`src/rtl/ea_gen.sv`:
```
module ea_gen #(
  parameter int AW = 16,
  parameter int RN = 16,
  parameter int LW = 10
) (
  input  logic              clk,
  input  logic              rst_n,
  input  logic              valid_i,
  input  logic [2:0]        src_mode,
  input  logic [2:0]        dst_mode,
  input  logic [$clog2(RN)-1:0] src_reg,
  input  logic [$clog2(RN)-1:0] dst_reg,
  input  logic [$clog2(RN)-1:0] ofs_reg,
  input  logic [AW-1:0]     src_val,
  input  logic [AW-1:0]     dst_val,
  input  logic [AW-1:0]     ofs_val,
  input  logic [LW-1:0]     lit,
  input  logic              byte_op,
  input  logic              src_dec,
  input  logic              dst_dec,
  output logic              valid_o,
  output logic [AW-1:0]     src_ea,
  output logic [AW-1:0]     dst_ea,
  output logic              wb_src_en,
  output logic [$clog2(RN)-1:0] wb_src_idx,
  output logic [AW-1:0]     wb_src_data,
  output logic              wb_dst_en,
  output logic [$clog2(RN)-1:0] wb_dst_idx,
  output logic [AW-1:0]     wb_dst_data
);
  localparam int RIW = $clog2(RN);
  localparam int RW  = 2*AW + 1;
  localparam logic [2:0] M_POST = 3'd1;
  localparam logic [2:0] M_PRE  = 3'd2;
  localparam logic [2:0] M_IDX  = 3'd3;
  localparam logic [2:0] M_LIT  = 3'd4;

  function automatic logic [RW-1:0] eval_op(
    input logic [2:0]    m,
    input logic [AW-1:0] base,
    input logic          dec,
    input logic [AW-1:0] stp,
    input logic [AW-1:0] ofs,
    input logic [AW-1:0] lx
  );
    logic [AW-1:0] nv;
    nv = dec ? base - stp : base + stp;
    case (m)
      M_POST:  return {1'b1, base, nv};
      M_PRE:   return {1'b1, nv, nv};
      M_IDX:   return {1'b0, base + ofs, nv};
      M_LIT:   return {1'b0, base + lx, nv};
      default: return {1'b0, base, nv};
    endcase
  endfunction

  logic [AW-1:0] step, lit_x;
  logic [RW-1:0] s_r, d_r;
  logic          clash;

  assign step  = byte_op ? AW'(1) : AW'(2);
  assign lit_x = {{(AW-LW){lit[LW-1]}}, lit};
  assign s_r   = eval_op(src_mode, src_val, src_dec, step, ofs_val, lit_x);
  assign d_r   = eval_op(dst_mode, dst_val, dst_dec, step, ofs_val, lit_x);
  assign clash = s_r[RW-1] && d_r[RW-1] && (src_reg == dst_reg);

  always_ff @(posedge clk) begin
    if (!rst_n) begin
      valid_o     <= 1'b0;
      src_ea      <= '0;
      dst_ea      <= '0;
      wb_src_en   <= 1'b0;
      wb_dst_en   <= 1'b0;
      wb_src_idx  <= '0;
      wb_dst_idx  <= '0;
      wb_src_data <= '0;
      wb_dst_data <= '0;
    end else begin
      valid_o   <= valid_i;
      wb_src_en <= valid_i && s_r[RW-1] && !clash;
      wb_dst_en <= valid_i && d_r[RW-1];
      if (valid_i) begin
        src_ea      <= s_r[2*AW-1:AW];
        dst_ea      <= d_r[2*AW-1:AW];
        wb_src_idx  <= src_reg;
        wb_dst_idx  <= dst_reg;
        wb_src_data <= s_r[AW-1:0];
        wb_dst_data <= d_r[AW-1:0];
      end
    end
  end

  logic unused_ok;
  assign unused_ok = ^ofs_reg;
endmodule

```
`config.mk`:
```
export PLATFORM = sky130hd
export DESIGN_NAME = ea_gen
export DESIGN_NICKNAME = d
export VERILOG_FILES = /design/src/rtl/ea_gen.sv
export SDC_FILE = /design/constraint.sdc
export NUM_CORES = 1
export LEC_CHECK = 0
export BUFFER_PORTS_ARGS = -buffer_cell sky130_fd_sc_hd__buf_4
export CAP_MARGIN = 20
export CORE_UTILIZATION = 50
export DETAILED_ROUTE_END_ITERATION = 10
export GPL_ROUTABILITY_DRIVEN = 0
export MAX_ROUTING_LAYER = met4
export PLACE_DENSITY_LB_ADDON = 0.08
export SYNTH_ARGS = -nofsm -noshare
export SYNTH_HDL_FRONTEND = slang
export SYNTH_SLANG_ARGS = --single-unit
```
`constraint.sdc`:
```
create_clock -name clk -period 3.1 [get_ports clk]
set_clock_uncertainty 0.2 [all_clocks]
set_input_delay 0.155 -clock clk [delete_from_list [all_inputs] [get_ports clk]]
set_output_delay 0.155 -clock clk [all_outputs]
set_load 0.05 [all_outputs]
```
==> flow_summary.yaml <==
outcome:
  status: "finished clean"
layout:
  fillers: 1162
  finish.instance_area_um2: 8552
  layout.nets: 1183
  syn_to_final_growth_pct: 31.87
  layout-drive-gt1-share_pct: 20.29
  diodes: 0
global_routing:
  grt_first_pass_wirelength_um: 31860
  grt_pass1_vias: 6515
  grt_overflow_total: 0
  antenna_found_initial: 0
  track_usage_pct: 31.53
  grt_max_degree: 52
detailed_routing:
  ant_nets: 0
  drt_iter0_drc: 438
  vias: 6884
  via_per_inst: 5.703
  first_pass_iters: 5
  drcViolationCount: 0
  wl_per_cell_um: 16.60
  wl_um: 20030
hold_path:
  min_from: "dst_val[3]"
  hold_path_class: "in2reg"
  whs_path_depth: 3
  worstHoldEndpoint: "dst_ea[3]"
sta:
  period_needed_ps: 3032
  drv_slew: 0
  hold_viol: 0
  worstMarginPinSlew_ps: 707.6
  slew_headroom_pct: 52.83
  setup_viol: 0
  period_share_pct: 97.82
  finalSetupTns_ps: 0
  rsz0062_at_grt: "no"
  setup_slack_ps: 67.62
  max_freq_mhz: 329.8
yosys:
  syn_nets: 996
  syn_area_um2: 6485
  synth_cell_types: 70
  postSynthAreaPerCell_um2: 7.693
  synth_seq_cells: 75
  synth-seq-area-share_pct: 23.15
  synth_top_flop_cell: "dfxtp_1"
  netlist_instances: 843
  ys_warn_count: 0
  ys_async_sr_fraction_pct: 0
  synth_edf_count: 0
worst_setup_path:
  path_cells: "dlygate4sd3_1 > buf_4 > nand2_1 > inv_1 > ha_1 > nor2b_4 > o31a_1 > o31ai_1 > a21boi_1 > o21a_1 > or3_1 > a311oi_1"
  worstRegToRegCells: 5
  start_kind: "input pin"
  r2r_slack_ps: 1650
  arrival_ps: 3090
  cp-end-kind: "flip-flop"
  worstReg2RegEnd: "src_ea[14]"
  crit_type: "in2reg"
  slowest_stage: "dlygate4sd3_1"
  cp_slowest_stage_delay_ps: 550
  critical_path.reg2reg.startpoint: "src_ea[14]"
  required_ps: 3150
  path_depth: 12
  critPathBufInv: 3
  cpLargestDelayFamily: "compound AO/OA/AOI/OAI gates"
  cp_max_fo: 4
run:
  maxCapViolCount: 0
power_and_ir_drop:
  p_leak_uw: 0.004003
  finalPower_uw: 3838
  power_density_nw_per_um2: 448.8
  vdd_drop_max_mv: 0.3974
clocking:
  cts_max_path_buffers: 2
  clk_latency_ps: 340
  htree_levels: 3
  cts_sinks: 75
  cts_setup_buffers: 0
  cts-buffers-inserted: 9
  cts_tree: "done"
  root_buffer: "clkbuf_16"
  clkSlewWorstSetupHoldPaths_ps: 60
floorplanning:
  coreArea_um2: 12620
  start_util_pct: 51.39
  rows: 41
  die_w_um: 115.9
  io_pins: 157
  dieArea_um2: 13430
  fp.dieH_um: 115.9
placed_design:
  dpl_worst_slack_ps: 11.46
  portBuffers: 152
  hpwl_um: 14900
  place_area_um2: 7895
layout make-up:
cell class	instances	area (um2)	area share [%]
clock buffer	10	239.0	2.794
timing repair buffer	213	1684	19.69
tap	172	215.2	2.516
multi-input combinational	706	4753	55.58
sequential	75	1501	17.56
inverter	25	93.84	1.097
clock inverter	6	65.06	0.7608
where the power goes:
part,total (uW),switching (uW),internal (uW)
logic,1650,1000,650
clock network,1090,444,644
registers,1100,45.9,1050
total,3840,1490,2350
how the worst max path moves through the flow:
stage | start | slack, ps | to
after floorplan | src_mode[0] | 20 | src_ea[4]
after global placement | src_mode[1] | 50 | src_ea[15]
after detailed placement | src_mode[1] | 10 | src_ea[15]
after CTS | dst_mode[2] | 50 | dst_ea[15]
after global routing | dst_mode[2] | 4 | dst_ea[9]
final | byte_op | 70 | wb_src_data[15]
flip-flops by register name (all words and copies together) (netlist names):
| signal | flops |
|---|---|
| dst_ea | 16 |
| src_ea | 16 |
| valid_o | 1 |
| wb_dst_data | 16 |
| wb_dst_en | 1 |
| wb_dst_idx | 4 |
| wb_src_data | 16 |
| wb_src_en | 1 |
| wb_src_idx | 4 |
cells in the mapped netlist, types with 4 or more instances:
library cell / count / area share (%)
a21oi_1: 69 / 5.3
nand2_1: 110 / 6.4
a211oi_1: 12 / 1.4
o31ai_1: 7 / 0.81
xor2_1: 19 / 2.6
o21a_1: 16 / 1.9
nor3_1: 14 / 1.1
nor2b_1: 8 / 0.77
ha_1: 67 / 13
o21ai_0: 72 / 5.6
nand4_1: 7 / 0.68
nand3_1: 10 / 0.77
o2bb2ai_1: 5 / 0.68
nand2b_1: 12 / 1.2
and2_1: 5 / 0.48
and3_1: 6 / 0.58
dfxtp_1: 75 / 23
a21o_1: 26 / 3.0
xnor2_1: 31 / 4.2
clkbuf_1: 32 / 1.9
nor2_1: 73 / 4.2
fa_1: 4 / 1.2
a221oi_1: 19 / 2.6
o211ai_1: 7 / 0.81
inv_1: 24 / 1.4
mux2i_1: 27 / 4.2
a31oi_1: 9 / 0.87
o31a_1: 4 / 0.54
or3_1: 11 / 1.1
stage by stage:
step           hold WS [ps]  utilization (%)  cells
6_report              23.81            67.77   1207
2_1_floorplan         31.21                -    843
5_1_grt               21.47            67.77   1207
3_5_place_dp          222.1            62.56   1157
3_3_place_gp          209.4            62.56   1157
4_1_cts               12.44            67.67   1207
worst reg2reg max path: cells and delay by family (launching register included):
family | cells | cell delay (ps)
AO/OA/AOI/OAI | 2 | 380
buffers and inverters | 1 | 100
flip-flops | 1 | 310
multiplexers | 1 | 160
AND/OR/NAND/NOR | 1 | 170
cell families (layout without fill, tap and decap cells):
| kind of cell | after synthesis | count (layout) | synth area share (%) |
|---|---|---|---|
| buffers and inverters | 62 | 254 | 3.743 |
| AND/OR/NAND/NOR | 271 | 271 | 19.10 |
| XOR/XNOR | 50 | 50 | 6.753 |
| multiplexers | 27 | 27 | 4.167 |
| AO/OA/AOI/OAI | 287 | 287 | 28.92 |
| flip-flops | 75 | 75 | 23.15 |
| adder cells (fa/ha/maj) | 71 | 71 | 14.16 |
timing repair:
action,4_1_cts,5_1_grt
setup endpoints to repair,0,6
endpoints found under the hold margin,34,0
hold buffers,34,0
resized for setup,0,4
placed cells by master (no fill, tap or decap), types with 4 or more instances in the layout:
cell and n:
a211oi_1 12, a21o_1 26, a21oi_1 69, a221oi_1 19, a31oi_1 9, and2_1 5, and3_1 6, buf_4 179
clkbuf_16 9, clkinvlp_4 4, dfxtp_1 75, dlygate4sd3_1 34, fa_1 4, ha_1 67, inv_1 24, mux2i_1 27
nand2_1 109, nand2b_1 12, nand3_1 10, nand4_1 7, nor2_1 73, nor2b_1 8, nor3_1 13, o211ai_1 7
o21a_1 16, o21ai_0 71, o21ai_1 4, o2bb2ai_1 5, o31a_1 4, o31ai_1 6, or3_1 11, xnor2_1 31
xor2_1 19
routing by layer:
metal  up-vias  track usage [%]  wire [um]
met5         -                -          0
met4         0            12.39        572
met3        35            4.236       1081
met2       216            53.25       9775
met1      3173            37.87       8605
li1       3460                -          -
Note: power is estimated with default switching activity, not from simulation.
